$ cat src/rtl/mbist_pkg.sv
package mbist_pkg;

    localparam int ADDR_W = 8;
    localparam int DATA_W = 16;
    localparam int INS_W  = 6;
    localparam int PC_W   = 4;
    localparam int RD_LAT = 2;

    typedef enum logic [1:0] {
        K_ALG = 2'b00,
        K_ADR = 2'b01,
        K_JMP = 2'b10,
        K_BAD = 2'b11
    } ins_kind_e;

    localparam logic [INS_W-1:0] INS_HALT = 6'b110000;

    typedef struct packed {
        logic              act;
        logic              wr;
        logic [ADDR_W-1:0] addr;
        logic [DATA_W-1:0] data;
    } mem_op_t;

    function automatic logic [DATA_W-1:0] bg_word(input logic [1:0] sel);
        logic [DATA_W-1:0] w;
        case (sel)
            2'b00:   w = '0;
            2'b01:   w = {(DATA_W/2){2'b01}};
            2'b10:   w = {(DATA_W/2){2'b10}};
            default: w = '1;
        endcase
        return w;
    endfunction

endpackage

$ cat src/rtl/mbist_code_mem.sv
module mbist_code_mem #(
    parameter int AW = 4,
    parameter int W  = 6
) (
    input  logic          clk,
    input  logic          wr_en,
    input  logic [AW-1:0] wr_addr,
    input  logic [W-1:0]  wr_data,
    input  logic [AW-1:0] rd_addr,
    output logic [W-1:0]  rd_data
);
    localparam int DEPTH = 1 << AW;

    logic [W-1:0] store [DEPTH];

    always_ff @(posedge clk) begin
        if (wr_en) store[wr_addr] <= wr_data;
    end

    assign rd_data = store[rd_addr];

endmodule

$ cat src/rtl/mbist_addr_gen.sv
module mbist_addr_gen #(
    parameter int AW = 8
) (
    input  logic          clk,
    input  logic          rst,
    input  logic          init,
    input  logic          set_dir,
    input  logic          dir_in,
    input  logic          step,
    input  logic          wrap,
    output logic [AW-1:0] addr,
    output logic          up,
    output logic          at_end
);
    localparam logic [AW-1:0] TOP = {AW{1'b1}};

    always_ff @(posedge clk) begin
        if (rst || init) begin
            addr <= '0;
            up   <= 1'b1;
        end else if (set_dir) begin
            up   <= dir_in;
            addr <= dir_in ? '0 : TOP;
        end else if (step) begin
            addr <= up ? addr + 1'b1 : addr - 1'b1;
        end else if (wrap) begin
            addr <= up ? '0 : TOP;
        end
    end

    assign at_end = up ? (addr == TOP) : (addr == '0);

    // the address only moves by one or jumps to a start value
    a_r4_addr_moves: assert property (@(posedge clk) disable iff (rst)
        !$stable(addr) |-> (addr == $past(addr) + 1'b1 || addr == $past(addr) - 1'b1
                            || addr == '0 || addr == TOP));

endmodule

$ cat src/rtl/mbist_resp_cmp.sv
module mbist_resp_cmp #(
    parameter int DW  = 16,
    parameter int LAT = 2
) (
    input  logic          clk,
    input  logic          rst,
    input  logic          clr,
    input  logic          req,
    input  logic [DW-1:0] exp_in,
    input  logic [DW-1:0] rdata,
    output logic          fail,
    output logic          pend
);
    logic [LAT-1:0] v;
    logic [DW-1:0]  e [LAT];

    for (genvar g = 0; g < LAT; g++) begin : g_stage
        if (g == 0) begin : g_head
            always_ff @(posedge clk) begin
                if (rst || clr) v[g] <= 1'b0;
                else            v[g] <= req;
                e[g] <= exp_in;
            end
        end else begin : g_tail
            always_ff @(posedge clk) begin
                if (rst || clr) v[g] <= 1'b0;
                else            v[g] <= v[g-1];
                e[g] <= e[g-1];
            end
        end
    end

    always_ff @(posedge clk) begin
        if (rst || clr)                             fail <= 1'b0;
        else if (v[LAT-1] && rdata != e[LAT-1])     fail <= 1'b1;
    end

    assign pend = |v;

    // fail is sticky until cleared
    a_r7_fail_sticky: assert property (@(posedge clk) disable iff (rst)
        (fail && !clr) |=> fail);

    // a new failure needs a compare in the last stage
    a_r7_fail_needs_read: assert property (@(posedge clk) disable iff (rst)
        (!fail && !v[LAT-1]) |=> !fail);

endmodule

$ cat src/rtl/mbist_pipe_ctrl.sv
module mbist_pipe_ctrl
    import mbist_pkg::*;
(
    input  logic              clk,
    input  logic              rst,
    input  logic              start,
    output logic              done,
    input  logic              cm_we,
    input  logic [PC_W-1:0]   cm_addr,
    input  logic [INS_W-1:0]  cm_wdata,
    output logic              mem_ce,
    output logic              mem_we,
    output logic [ADDR_W-1:0] mem_addr,
    output logic [DATA_W-1:0] mem_wdata,
    input  logic [DATA_W-1:0] mem_rdata,
    output logic              fail
);
    logic              running, halted, done_q;
    logic [PC_W:0]     pc, ir_pc;
    logic              ir_v;
    logic [INS_W-1:0]  ir, cm_q;
    mem_op_t           ex_q, ex_n;
    ins_kind_e         kind;
    logic              dec_on, is_halt, set_dir, jmp_en, take, wrap;
    logic [ADDR_W-1:0] ag_addr;
    logic              ag_up, ag_end, pend;

    mbist_code_mem #(.AW(PC_W), .W(INS_W)) i_code (
        .clk(clk), .wr_en(cm_we), .wr_addr(cm_addr), .wr_data(cm_wdata),
        .rd_addr(pc[PC_W-1:0]), .rd_data(cm_q)
    );

    // decode stage
    always_comb begin
        kind    = ins_kind_e'(ir[5:4]);
        dec_on  = running && ir_v;
        is_halt = dec_on && kind == K_BAD;
        set_dir = dec_on && kind == K_ADR && ir[0];
        jmp_en  = dec_on && kind == K_JMP && ir[0];
        take    = jmp_en && !ag_end;
        wrap    = jmp_en && ag_end;
        ex_n.act  = dec_on && kind == K_ALG && ir[0];
        ex_n.wr   = ir[1];
        ex_n.addr = ag_addr;
        ex_n.data = bg_word(ir[3:2]);
    end

    mbist_addr_gen #(.AW(ADDR_W)) i_agen (
        .clk(clk), .rst(rst), .init(start), .set_dir(set_dir), .dir_in(ir[1]),
        .step(take), .wrap(wrap), .addr(ag_addr), .up(ag_up), .at_end(ag_end)
    );

    // fetch stage, redirect and halt control
    always_ff @(posedge clk) begin
        if (rst) begin
            running <= 1'b0;
            halted  <= 1'b0;
            done_q  <= 1'b0;
            ir_v    <= 1'b0;
            ir      <= '0;
            pc      <= '0;
            ir_pc   <= '0;
            ex_q    <= '0;
        end else if (start) begin
            running <= 1'b1;
            halted  <= 1'b0;
            done_q  <= 1'b0;
            ir_v    <= 1'b0;
            pc      <= '0;
            ex_q    <= '0;
        end else begin
            ex_q <= ex_n;
            if (is_halt) begin
                running <= 1'b0;
                halted  <= 1'b1;
                ir_v    <= 1'b0;
            end else if (take) begin
                pc   <= ir_pc - (PC_W+1)'(ir[2:1]);
                ir_v <= 1'b0;
            end else if (running) begin
                ir    <= pc[PC_W] ? INS_HALT : cm_q;
                ir_pc <= pc;
                pc    <= pc + 1'b1;
                ir_v  <= 1'b1;
            end
            if (halted && !ex_q.act && !pend) done_q <= 1'b1;
        end
    end

    // issue stage and response check
    mbist_resp_cmp #(.DW(DATA_W), .LAT(RD_LAT)) i_cmp (
        .clk(clk), .rst(rst), .clr(start), .req(ex_q.act && !ex_q.wr),
        .exp_in(ex_q.data), .rdata(mem_rdata), .fail(fail), .pend(pend)
    );

    assign mem_ce    = ex_q.act;
    assign mem_we    = ex_q.wr;
    assign mem_addr  = ex_q.addr;
    assign mem_wdata = ex_q.data;
    assign done      = done_q;

    // no access while finished
    a_r6_quiet_done: assert property (@(posedge clk) disable iff (rst)
        done |-> !mem_ce);

    // start clears status and the issue stage
    a_r8_start_clears: assert property (@(posedge clk) disable iff (rst)
        start |=> (!fail && !done && !mem_ce));

    // a taken jump flushes the wrong-path fetch
    a_r5_flush: assert property (@(posedge clk) disable iff (rst)
        (take && !start) |=> !ir_v);

    // done never rises with a read still pending
    a_r6_done_after_drain: assert property (@(posedge clk) disable iff (rst)
        $rose(done) |-> (!pend && !running));

    // direction held across a jump
    a_r4_dir_kept: assert property (@(posedge clk) disable iff (rst)
        (jmp_en && !start) |=> $stable(ag_up));

endmodule

$ cat config.mk
export PLATFORM = sky130hd
export DESIGN_NAME = mbist_pipe_ctrl
export DESIGN_NICKNAME = d
export VERILOG_FILES = /design/src/rtl/mbist_pkg.sv /design/src/rtl/mbist_code_mem.sv /design/src/rtl/mbist_addr_gen.sv /design/src/rtl/mbist_resp_cmp.sv /design/src/rtl/mbist_pipe_ctrl.sv
export SDC_FILE = /design/constraint.sdc
export NUM_CORES = 1
export LEC_CHECK = 0
export ABC_AREA = 1
export CAP_MARGIN = 20
export CORE_AREA = 2 2 135 150
export CTS_CLUSTER_DIAMETER = 40
export DETAILED_ROUTE_END_ITERATION = 8
export DIE_AREA = 0 0 137 152
export SETUP_SLACK_MARGIN = 0.15
export SLEW_MARGIN = 20
export SYNTH_ARGS = -nofsm -noshare
export SYNTH_HDL_FRONTEND = slang
export SYNTH_HIERARCHICAL = 1
export SYNTH_SLANG_ARGS = --single-unit
$ cat constraint.sdc
create_clock -name clk -period 4.24 [get_ports clk]
set_input_delay 0.424 -clock clk [delete_from_list [all_inputs] [get_ports clk]]
set_output_delay 0.424 -clock clk [all_outputs]
set_load 0.01 [all_outputs]
Yosys cells after proc, flatten, opt, wreduce, memory -nomap -nowiden
Memory sizes are Yosys's and may differ from the RTL's. A register that Yosys moved wholly into a read port is not among the register bits.
Cells that the tools add are included.
{"block": "op_classes", "addsub": 4, "n_mul": 0, "div": 0, "magnitude_cmp": 0, "eq_ne": 7, "n_shift": 0, "n_mux": 17, "n_bitwise": 3, "n_reduce_logical": 30}
{"cell": "8-bit 2-to-1 mux", "n": 6}
{"cell": "16-bit one-hot mux with 3 select lines", "n": 1}
{"cell": "16-bit != test", "n": 1}
{"cell": "1-bit logical AND", "n": 14}
{"cell": "5-bit 2-to-1 mux", "n": 2}
{"cell": "8-bit by 1-bit adder with 8-bit output, second input constant", "n": 1}
{"cell": "8-bit equality test, second input constant", "n": 1}
{"cell": "8-bit logical NOT", "n": 1}
{"cell": "4-bit 2-to-1 mux", "n": 2}
{"cell": "8-bit by 1-bit subtractor with 8-bit output, second input constant", "n": 1}
{"cell": "2-bit equality test, second input constant", "n": 3}
{"cell": "6-bit 2-to-1 mux", "n": 1}
{"cell": "5-bit by 1-bit adder with 5-bit output, second input constant", "n": 1}
{"cell": "1-bit 2-to-1 mux", "n": 5}
{"cell": "5-bit by 2-bit subtractor with 5-bit output", "n": 1}
{"cell": "2-bit by 1-bit equality test with 1-bit output, second input constant", "n": 2}
{"cell": "1-bit logical NOT", "n": 4}
{"cell": "2-bit logical NOT", "n": 2}
{"cell": "4-bit AND reduction", "n": 1}
{"cell": "2-bit nonzero test", "n": 2}
{"cell": "2-bit OR reduction", "n": 2}
{"cell": "4-bit OR reduction", "n": 1}
{"cell": "1-bit inverter", "n": 3}
{"cell": "3-bit nonzero test", "n": 1}
{"cell": "other kinds (2)", "n": 2}
{"block": "totals", "ff_bits": 58, "latch_bits": 0, "ram_bits": 128, "romBits": 0, "input_bits": 30, "memories": 2}
{"name": "i_code.store", "depth": 16, "word_bits": 6, "read_ports": 1, "rd_clocked_by_memory_dff": 1, "write_ports": 1, "line_no": "mbist_code_mem.sv:14", "text": "logic [W-1:0] store [DEPTH];"}
{"name": "i_cmp.e", "depth": 2, "word_bits": 16, "read_ports": 2, "rd_clocked_by_memory_dff": 0, "write_ports": 2, "line_no": "mbist_resp_cmp.sv:15", "text": "logic [DW-1:0] e [LAT];"}

Longest topological paths before layout
Gate-level depths: netlist (run 1).
{"block": "depth", "word_depth": 8, "ltp_mapped": 12, "ltp_nobuf": 12}

Cells and area by module
Netlist (run 1), hierarchy kept.
{"module": "mbist_code_mem", "instances": 1, "cells_each": 414, "area_per_inst_um2": 4205.3}
{"module": "mbist_pipe_ctrl", "instances": 1, "cells_each": 213, "area_per_inst_um2": 1551.5}
{"module": "mbist_resp_cmp", "instances": 1, "cells_each": 134, "area_per_inst_um2": 1078.5}
{"module": "mbist_addr_gen", "instances": 1, "cells_each": 121, "area_per_inst_um2": 798.3}

Worst setup path after synthesis (run 1)
Ideal clock, no wire load.
{"block": "synth_timing", "kind": "register to register", "from": "reg i_agen.addr[1]", "to": "reg i_agen.addr[3]", "setup_time_ns": 0.127, "t_arrival_ns": 1.644, "path_slack_ns": 2.469, "stages_incl_launch_ff": 8, "synth_period_minus_slack_ns": 1.771, "cell_sequence": "dfxtp_1 nand3_1 o31ai_1 inv_1 nor3_1 nor3_4 nor2_2 a21oi_1"}
{"item": "start: declaration", "line_no": "mbist_addr_gen.sv:11", "text": "output logic [AW-1:0] addr,"}
{"item": "start signal: assignment", "line_no": "mbist_addr_gen.sv:23", "text": "addr <= dir_in ? '0 : TOP;"}
{"item": "start signal: assignment", "line_no": "mbist_addr_gen.sv:25", "text": "addr <= up ? addr + 1'b1 : addr - 1'b1;"}
{"item": "start signal: assignment", "line_no": "mbist_addr_gen.sv:27", "text": "addr <= up ? '0 : TOP;"}
{"item": "8-bit equality test or 8-bit logical NOT (tied branches)", "line_no": "mbist_addr_gen.sv:31", "text": "assign at_end = up ? (addr == TOP) : (addr == '0);"}
{"item": "1-bit 2-to-1 mux *", "line_no": "mbist_addr_gen.sv:31"}
{"item": "net ag_end", "line_no": "mbist_pipe_ctrl.sv:26", "text": "logic ag_up, ag_end, pend;"}
{"item": "1-bit logical AND *", "line_no": "mbist_pipe_ctrl.sv:41", "text": "wrap = jmp_en && ag_end;"}
{"item": "net wrap", "line_no": "mbist_pipe_ctrl.sv:24", "text": "logic dec_on, is_halt, set_dir, jmp_en, take, wrap;"}
{"item": "3-bit nonzero test (no line) *"}
Mark *: on every way through the listed nets, which the timed path passes. The rest lies on a longest branch.
A chain may end at the register's enable or synchronous reset.

Final worst setup path (run 1)
{"block": "layout_timing", "from": "reg i_agen.addr[1]", "to": "reg i_agen.addr[0]"}
{"block": "layout_between", "elab_chain_len": 6}
{"item": "8-bit equality test or 8-bit logical NOT (tied branches)", "line_no": "mbist_addr_gen.sv:31"}
{"item": "1-bit 2-to-1 mux *", "line_no": "mbist_addr_gen.sv:31"}
{"item": "net ag_end", "line_no": "mbist_pipe_ctrl.sv:26"}
{"item": "1-bit logical NOT *", "line_no": "mbist_pipe_ctrl.sv:40", "text": "take = jmp_en && !ag_end;"}
{"item": "1-bit logical AND *", "line_no": "mbist_pipe_ctrl.sv:40"}
{"item": "net take", "line_no": "mbist_pipe_ctrl.sv:24"}
{"item": "8-bit 2-to-1 mux", "line_no": "mbist_addr_gen.sv:24", "text": "end else if (step) begin"}
{"item": "8-bit 2-to-1 mux", "line_no": "mbist_addr_gen.sv:21", "text": "end else if (set_dir) begin"}
Marked as above.

==> summary.txt, run 1 <==
Power and ir drop
  – Worst IR drop on VDD: between 300 and 400 uV
  – Power Dens Cells: between 300 and 400 nW/um2
  – Lkg Pwr: between 3 and 4 nW

Placed design
  – IO buf count: between 50 and 60
  – Routability cong.: roughly 0.8
  – DP HPWL: just over 10000 um
  – Placed insts: around 1200

GRT
  – Vias in the first global route: between 5000 and 6000
  – Initial antenna violation count: 0
  – Largest net degree at the start of global routing: 54
  – First-pass GRT wire length: between 20000 and 30000 um
  – Tot GR Track Use: roughly 16%
  – Total gr overflow: 0

Final layout
  – Seq. cell area: roughly 4400 um2
  – NumNets Final: approximately 960
  – Final Core Density: approximately 45%
  – Antenna diodes: 0
  – Layout Cells excl Fill: between 1000 and 1500
  – Fillers: just under 2000
  – Multi-input gate area: approximately 2400 um2
  – Area Growth Syn to Fin: 15.6%
  – Fraction of layout cells with a size suffix above 1: under 10%

Logic synthesis
  – Syn Area/Cell: ~8.7 um2
  – Synth warn: 6
  – Xor and xnor area share after synthesis: less than 1%
  – EDFF count, synth: 96
  – Most common cell in the netlist: nand2_1
  – Yosys top cell area share: a little under two fifths
  – Most frequent cells after synthesis: nand2_1 (255), inv_1 (152), nand3_1 (98)
  – Seq/Total Area, Yosys: slightly below 60%
  – Post-Synthesis Net Count: a little over 900
  – Main combinational cell family by area after synthesis: simple AND/OR/NAND/NOR gates
  – Synth Area in Compound Gates: 3.39%
  – Synthesized flop and latch total: 172
  – Adder-cell share of the synthesized area: approximately 2.0%
  – Most used flip-flop cell after synthesis: edfxtp_1
  – Post-Syn Area: 7630 um2
  – Mux share of post-synthesis cell area: 0%
  – Post-synth top area cell: edfxtp_1
  – Mapped Cells: approximately 900
  – Simple-gate share of the synthesized area: 25.6%
  – Share of synthesized registers carrying an async set or reset: 0%
  – Distinct cell type count after synthesis: 41
  – Ranking of synthesized cells by area: edfxtp_1 (38%), dfxtp_1 (20%), nand2_1 (13%)

Floorplanning
  – CORE AREA: ~19000 um2
  – Chip width: ~140 um
  – Die H: 152 um
  – Starting Density: between 30% and 40%
  – Die area: around 21000 um2
  – # rows: 54
  – Boundary pin count: 58

Clocking
  – CTS Hold Buffers Added: 0
  – CTS tree: built
  – CTS Buf Count: 17
  – Worst-Skew Late Latency: ~0.42 ns
  – Root Buffer: clkbuf_16
  – # H-tree levels: 4
  – Post-CTS Resized: 0
  – Clock net sink count: 172
  – CTS Buffer Depth: 2
  – Clock slew at reported path FFs: ~0.060 ns
  – Number of setup buffers added after CTS: 0

STA
  – RSZ-0062 raised after global routing: false
  – Fmax: around 420 MHz
  – # setup viols final: 0
  – Worst-Margin Slew: 1.11 ns
  – Crit path time final: about 2.4 ns
  – Post-route setup TNS: 0 ns
  – Slew Viols, Final: 0
  – Final Hold Viols: 0
  – Period utilisation layout: a little under three fifths
  – Slew margin rel.: between 20% and 30%
  – Worst-case clock skew: between 0.004 and 0.005 ns

Worst setup path
  – Worst Setup End Kind: register
  – Crit Path Category: reg -> reg
  – Req. time, crit path: 4.53 ns
  – CP arrival: about 2.7 ns
  – Crit path max fanout: 13
  – CP startpoint kind: register
  – Worst-path cell chain: nor2_1, nand4_1, o31ai_1, nor3_2, nor3_4, nor2_2, a21oi_1
  – Crit-path max cell delay: 0.91 ns
  – Crit-path slowest cell: nor3_2

Hold path
  – HP Class: reg -> reg

Detailed routing
  – Drt via density: ~4.6
  – Antenna-violating nets left: 0
  – Final WL: 15900 um
  – Via count: between 5000 and 6000
  – DRC viols: 0
  – Routed length per instance: about 13 um
  – 1st-iter DRT viols: between 300 and 400
  – First-pass DRT Iterations: 5

Status
  – Status: completed

Run
  – Max Cap Violations: 0
## per-layer routing
metal  vias to the layer above  wire length [um]  GRT usage, %
met1                      2479              7170          20.9
met4                         0               146          3.93
li1                       2833                 -             -
met3                        11               800          3.70
met2                       148              7780          27.4
met5                         -                 0             0
## flip-flops by register name, summed over array words and instances (netlist names)
register      flops
i_agen/up         1
ir                6
i_code/store     96
i_agen/addr       8
i_cmp/e          32
ir_v              1
halted            1
i_cmp/v           2
mem_we            1
i_cmp/fail        1
mem_ce            1
ir_pc             5
running           1
mem_wdata         2
done              1
mem_addr          8
pc                5
## per-stage QoR
step	cell area, um2	power, mW	hold slack [ns]	worst slack, ns
2_1_floorplan	7630	1.97	0.310	2.47
3_3_place_gp	8280	2.05	0.310	1.99
3_5_place_dp	8280	2.05	0.312	1.92
4_1_cts	8830	3.48	0.321	1.90
5_1_grt	8830	3.58	0.330	1.71
6_report	8830	3.44	0.321	1.88
## cells in the final DEF, fill, tap and decap left out, types with 2 or more instances in the layout
master           instances
a21oi_1                 20
buf_4                    2
clkbuf_16               18
clkbuf_8                 2
clkdlybuf4s50_1         57
clkinv_2                 3
dfxtp_1                 76
edfxtp_1                96
fa_1                     2
ha_1                     9
inv_1                  153
inv_2                    3
inv_4                    5
nand2_1                255
nand2_2                  2
nand3_1                 98
nand3b_1                 5
nand4_1                  4
nor2_1                  80
nor3_1                   3
nor4_1                   2
o21a_1                   4
o21ai_0                  4
o21ai_1                  9
or2_2                    2
or2_4                    2
## critical path: cells and delay by family, from the launching register on
| kind | cells | cell delay [ns] |
|---|---|---|
| flops | 1 | 0.46 |
| compound gates | 2 | 0.22 |
| simple gates | 5 | 1.56 |
## power by group
group	switching [mW]	internal (mW)	total [mW]
sequential	0.0171	1.79	1.81
combinational	0.129	0.0766	0.206
clock	0.613	0.810	1.42
total	0.759	2.68	3.44
## final cells by class
cell class,instances,area share [%]
inverter,157,6.71
multi-input combinational,516,27.0
timing repair buffer,59,6.63
sequential,172,49.9
clock inverter,10,0.695
clock buffer,21,5.46
tap,252,3.57
## path summary, 6_finish.rpt
check | cells after the start | end | from | slack [ns]
setup reg to reg | 7 | i_agen/addr[0] | i_agen/addr[1] | 1.88
hold reg to reg | 0 | i_cmp/e[0][20] | i_cmp/e[0][4] | 0.32
setup / recovery | 7 | i_agen/addr[0] | i_agen/addr[1] | 1.88
hold / removal | 0 | i_cmp/e[0][20] | i_cmp/e[0][4] | 0.32
## cells by family after synthesis
kind of cell,Yosys count
xor+xnor,2
buf+inv,194
fa+ha+maj,11
flops,172
simple gates,460
compound gates,43
Power figures use the tool's default switching activity.
==> run 2, diff against run 1 <==
==> constraint.sdc (replaced) <==
create_clock -name clk -period 2.31 [get_ports clk]
set_input_delay 0.231 -clock clk [delete_from_list [all_inputs] [get_ports clk]]
set_output_delay 0.231 -clock clk [all_outputs]
set_load 0.01 [all_outputs]
==> run 2 against run 1 <==
Worst setup slack got worse by 1.5 ns. Maximum frequency rose by 21%. Sequential power rose by 83%. Utilization rose by 0.82 points. Clock skew rose by 0.0037 ns. Critical path depth rose by 1. Register-to-register slack got worse by 1.5 ns. First-iteration DRC count fell by 3.5%. Via count barely moved. Cell count rose by 1.0%. Total power rose by 89%. Combinational power rose by 94%.
==> summary.txt, run 2 (synthesis gave the netlist of run 1 again) <==
Status
  – Status: completed

Worst setup path
  – Worst Setup End Kind: register
  – Buf+Inv Stages, Crit Path: 2
  – CP arrival: around 2.3 ns
  – Family with the most delay on the worst path: simple AND/OR/NAND/NOR gates
  – Crit path max fanout: 7
  – Crit Path Category: reg -> reg
  – Crit-path max cell delay: between 0.4 and 0.5 ns
  – Worst-path cell chain: nand4_1, o31ai_1, inv_1, nor3_1, nor3_4, inv_2, o21ai_0, a21oi_1
  – Req. time, crit path: 2.66 ns
  – Crit-path slowest cell: dfxtp_1
  – CP startpoint kind: register

STA
  – Slew margin rel.: 51.4%
  – Worst-case clock skew: between 0.008 and 0.009 ns
  – Post-route setup TNS: 0 ns
  – RSZ-0062 raised after global routing: false
  – # setup viols final: 0
  – Final Hold Viols: 0
  – Slew Viols, Final: 0
  – Period utilisation layout: a little over four fifths
  – Fmax: between 500 and 600 MHz
  – Crit path time final: slightly below 2 ns
  – Worst-Margin Slew: just over 0.7 ns

Detailed routing
  – Via count: around 5500
  – 1st-iter DRT viols: roughly 300
  – Antenna-violating nets left: 0
  – Drt via density: 4.56
  – DRC viols: 0
  – Final WL: between 15000 and 20000 um
  – First-pass DRT Iterations: 5
  – Routed length per instance: 13.0 um

Clocking
  – Root Buffer: clkbuf_16
  – Clock slew at reported path FFs: 0.07 ns
  – CTS Buf Count: 17
  – Number of setup buffers added after CTS: 0
  – CTS Buffer Depth: 2
  – # H-tree levels: 4
  – CTS tree: built
  – Worst-Skew Late Latency: approximately 0.42 ns
  – Clock net sink count: 172

GRT
  – Vias in the first global route: about 5200
  – Tot GR Track Use: 15.8%
  – Largest net degree at the start of global routing: between 50 and 60
  – Initial antenna violation count: 0
  – Total gr overflow: 0
  – First-pass GRT wire length: approximately 26000 um

Power and ir drop
  – Sequential share of power: between 50 and 60%
  – Worst IR drop on VDD: between 500 and 600 uV
  – Lkg Pwr: 3.91 nW
  – Clock power share: between 40% and 50%
  – Pint: slightly below 5 mW
  – Comb pwr share: 6.2%
  – Power Dens Cells: roughly 720 nW/um2
  – Switch Pwr: roughly 1.6 mW
  – Sw Ratio: 24.0%

Final layout
  – Largest register FFs: 96
  – Biggest register: i_code/store
  – Fillers: roughly 1900
  – Most frequent cells in the layout: nand2_1 (255), inv_1 (152), nand3_1 (98), edfxtp_1 (96), nor2_1 (80)
  – Fraction of layout cells with a size suffix above 1: 6.97%
  – Most common cell after layout, fill and taps aside: nand2_1
  – Antenna diodes: 0
  – Area Growth Syn to Fin: 17.7%
  – Largest regs: i_code/store x96, i_cmp/e x32
  – Post-route cell area: roughly 9000 um2
  – NumNets Final: ~980

Floorplanning
  – Chip width: roughly 140 um
  – Boundary pin count: between 50 and 60
  – CORE AREA: 19500 um2
  – # rows: 54
  – Die area: approximately 21000 um2
  – Die H: 152 um
  – Starting Density: about two fifths

Run
  – Max Cap Violations: 0

Placed design
  – DP HPWL: around 10000 um
  – Placed instance area: 8390 um2
  – IO buf count: 57
  – Routability cong.: between 0.7 and 0.8

Hold path
  – HP Class: reg -> reg
[run 2: path summary, 6_finish.rpt]
check | slack (ns) | to | cells after the start | from
min reg2reg | 0.32 | i_cmp/e[0][20] | 0 | i_cmp/e[0][4]
max reg2reg | 0.36 | i_agen/addr[7] | 8 | i_agen/addr[0]
max | 0.36 | i_agen/addr[7] | 8 | i_agen/addr[0]
min | 0.32 | i_cmp/e[0][20] | 0 | i_cmp/e[0][4]
[run 2: cell type report]
class	instances	area [um2]	share of cell area, %
sequential	172	4400	49.0
multi-input combinational	516	2390	26.6
timing repair buffer	70	693	7.71
inverter	157	592	6.59
clock buffer	17	425	4.73
tap	252	315	3.51
clock inverter	15	165	1.84
[run 2: power groups by stage]
stage,clock network (mW),registers [mW],logic [mW]
floorplan,0,3.38,0.234
global placement,0,3.38,0.399
detailed placement,0,3.38,0.402
CTS,2.85,3.31,0.404
global route,2.98,3.32,0.451
finish,2.77,3.31,0.399
[run 2: layer usage]
layer  wire (um)  vias up  share of wire, %  track usage (%)
met5           0        -                 0                0
met4         235        0               1.5             4.66
li1            -     2875                 -                -
met2        7730      116                50             27.0
met1        7000     2456                45             19.9
met3         628       20               4.0             3.30
[run 2: what timing repair did]
| item | in CTS | in global routing |
|---|---|---|
| endpoints found under the setup margin | 0 | 8 |
| resized for setup | 0 | 1 |
| hold endpoints to repair | 0 | 0 |
| hold buffers | 0 | 0 |
[run 2: metrics by stage]
stage | hold slack (ns) | total power [mW] | setup slack (ns) | instances | utilization (%)
2_1_floorplan | 0.310 | 3.61 | 0.539 | 882 | -
3_3_place_gp | 0.310 | 3.78 | 0.257 | 1167 | 43.1
3_5_place_dp | 0.312 | 3.79 | 0.226 | 1167 | 43.1
4_1_cts | 0.322 | 6.57 | 0.200 | 1199 | 46.2
5_1_grt | 0.329 | 6.75 | 0.179 | 1199 | 46.2
6_report | 0.324 | 6.49 | 0.361 | 1199 | 46.2
==> run 3, diff against run 2 <==
==> constraint.sdc (replaced) <==
create_clock -name clk -period 1.6 [get_ports clk]
set_input_delay 0.16 -clock clk [delete_from_list [all_inputs] [get_ports clk]]
set_output_delay 0.16 -clock clk [all_outputs]
set_load 0.01 [all_outputs]
==> run 3 against run 2 <==
The flow now finishes with violations (setup timing). Register-to-register slack got worse by 0.56 ns. Sequential cell count did not move. Clock power rose by 46%. Routed wire length rose by 3.4%. Worst setup slack got worse by 0.56 ns. Utilization rose by 3.1 points. Global-route usage rose by 0.15 points. Count of clock-buffer cells in the layout rose by 1. Total power rose by 46%. Die area did not move. Non-clock buffer count rose by 64. Combinational power rose by 60%. Highest routed layer unchanged.
==> summary.txt, run 3 (synthesis gave the netlist of run 1 again) <==
Final layout
  – Most common cell after layout, fill and taps aside: nand2_1
  – Biggest register: i_code/store
  – NumNets Final: between 1000 and 1500
  – Area Growth Syn to Fin: 25.5%
  – Fraction of layout cells with a size suffix above 1: between 10% and 20%
  – Final Core Density: 49.2%
  – Most frequent cells in the layout: nand2_1 (255), inv_1 (151), nand3_1 (98), edfxtp_1 (96), nor2_1 (80)
  – Antenna diodes: 0
  – Largest register FFs: 96
  – Largest regs: i_code/store x96, i_cmp/e x32

Clocking
  – CTS Buf Count: 17
  – Clock slew at reported path FFs: around 0.07 ns
  – Root Buffer: clkbuf_16
  – CTS Buffer Depth: 2
  – CTS Hold Buffers Added: 0
  – CTS tree: built
  – Clock net sink count: 172
  – Worst-Skew Late Latency: roughly 0.43 ns
  – # H-tree levels: 4

GRT
  – Total gr overflow: 0
  – Tot GR Track Use: between 15 and 20%
  – Vias in the first global route: ~5400
  – Initial antenna violation count: 0
  – Largest net degree at the start of global routing: 35
  – First-pass GRT wire length: around 26000 um

Detailed routing
  – DRC viols: 0
  – Via count: 5746
  – 1st-iter DRT viols: around 360
  – First-pass DRT Iterations: 5
  – Final WL: 16100 um
  – Antenna-violating nets left: 0
  – Drt via density: roughly 4.5
  – Routed length per instance: 12.8 um

Worst setup path
  – CP arrival: 2.10 ns
  – Worst-path cell chain: nor4_4, nand4_1, o31ai_2, nor3_2, buf_4, nor3_4, inv_4, o21ai_1, a21oi_1
  – Worst R2R Start: i_agen/addr[6]
  – R2r worst-path depth: 9
  – Crit path max fanout: 7
  – Req. time, crit path: roughly 1.9 ns
  – Family with the most delay on the worst path: simple AND/OR/NAND/NOR gates
  – Crit-path slowest cell: dfxtp_2
  – Crit Path Category: reg -> reg
  – Crit-path max cell delay: 0.34 ns
  – Worst Setup End Kind: register
  – Worst R2R End: i_agen/addr[5]
  – Crit. Startpoint: i_agen/addr[6]
  – CP startpoint kind: register
  – R2r setup slk: -0.20 ns
  – Crit path to: i_agen/addr[5]
  – Worst path depth: 9
  – Buf+Inv Stages, Crit Path: 2

STA
  – Post-route setup TNS: -1.83 ns
  – Crit path time final: roughly 1.8 ns
  – Slew Viols, Final: 0
  – Period utilisation layout: 112%
  – Final Hold Viols: 0
  – Setup WS post-layout: -0.195 ns
  – Worst-Margin Slew: about 0.37 ns
  – Worst-case clock skew: ~0.0092 ns
  – # setup viols final: 22
  – Fmax: around 560 MHz
  – RSZ-0062 raised after global routing: true
  – Worst hold slack: 0.324 ns
  – Slew margin rel.: 75.2%

Power and ir drop
  – Power Dens Cells: between 900 and 1000 nW/um2
  – Worst IR drop on VDD: 771 uV
  – Lkg Pwr: 4.51 nW
  – Sw Ratio: around a quarter
  – Pint: a little over 7 mW
  – Sequential share of power: between 50% and 60%
  – Clock power share: between 40% and 50%
  – Comb pwr share: ~7%
  – Switch Pwr: 2.28 mW

Status
  – Failing checks: setup timing
  – Status: finished with violations

Floorplanning
  – Boundary pin count: 58
  – Chip width: 137 um
  – CORE AREA: 19500 um2
  – Die H: 152 um
  – Starting Density: 39.2%
  – # rows: 54
  – Die area: approximately 21000 um2

Hold path
  – HP Class: reg -> reg

Placed design
  – DP HPWL: 11000 um
  – IO buf count: between 50 and 60
  – Routability cong.: roughly 0.81

Run
  – Max Cap Violations: 0
[run 3: changes by cell type in the layout (fill, tap and decap cells not counted), sizes merged, moves of 7 or more]
cell | previous run | this run
dlygate4sd2 | 0 | 17
dlymetal6s2s | 0 | 7
clkdlybuf4s50 | 57 | 29
buf | 13 | 76
[run 3: metal layers]
| metal | up-vias | share of wire, % | global-route usage (%) |
|---|---|---|---|
| met2 | 107 | 51 | 28.3 |
| met4 | 0 | 1.7 | 5.45 |
| li1 | 2996 | - | - |
| met1 | 2624 | 44 | 18.9 |
| met3 | 19 | 3.7 | 3.17 |
| met5 | - | 0 | 0 |
[run 3: how the worst min path moves through the flow]
stage             startpoint                 end  slack, ns  cells after the start
3_3_place_gp   i_cmp/e[0][3]      i_cmp/e[0][19]       0.31                      0
3_5_place_dp   i_cmp/e[0][0]      i_cmp/e[0][16]       0.31                      0
6_report       i_cmp/e[0][6]      i_cmp/e[0][22]       0.32                      0
4_1_cts        i_cmp/e[0][0]      i_cmp/e[0][16]       0.32                      0
5_1_grt        i_cmp/e[0][6]      i_cmp/e[0][22]       0.33                      0
2_1_floorplan    cm_wdata[0]  i_code/store[0][0]       0.26                      0
[run 3: area by class of cell]
| type | count | area [um2] |
|---|---|---|
| Fill cell | 1857 | 9880 |
| Sequential cell | 172 | 4420 |
| Multi-Input combinational cell | 516 | 2460 |
| Timing Repair Buffer | 134 | 1210 |
| Inverter | 157 | 594 |
| Clock buffer | 18 | 450 |
| Tap cell | 252 | 315 |
| Clock inverter | 14 | 140 |
[run 3: power groups by stage]
| stage | sequential, mW | clock, mW | combinational (mW) |
|---|---|---|---|
| 5_1_grt | 4.78 | 4.32 | 0.711 |
| 3_3_place_gp | 4.87 | 0 | 0.632 |
| 6_report | 4.78 | 4.05 | 0.639 |
| 3_5_place_dp | 4.88 | 0 | 0.639 |
| 2_1_floorplan | 4.88 | 0 | 0.339 |
| 4_1_cts | 4.78 | 4.14 | 0.639 |
[run 3: per-stage QoR]
| step | power [mW] | setup slack (ns) | cell area (um2) | cells |
|---|---|---|---|---|
| floorplan | 5.22 | -0.0368 | 7660 | 882 |
| global placement | 5.51 | -0.176 | 8920 | 1229 |
| detailed placement | 5.52 | -0.216 | 8920 | 1229 |
| CTS | 9.55 | -0.207 | 9510 | 1262 |
| global route | 9.81 | -0.292 | 9580 | 1263 |
| finish | 9.46 | -0.195 | 9580 | 1263 |
[run 3: timing repair]
item                       in CTS  in global routing
buffers inserted                1                  0
pin swaps                       6                  1
gates cloned                    0                  1
gates resized for setup        27                 28
setup endpoints to repair      46                 41
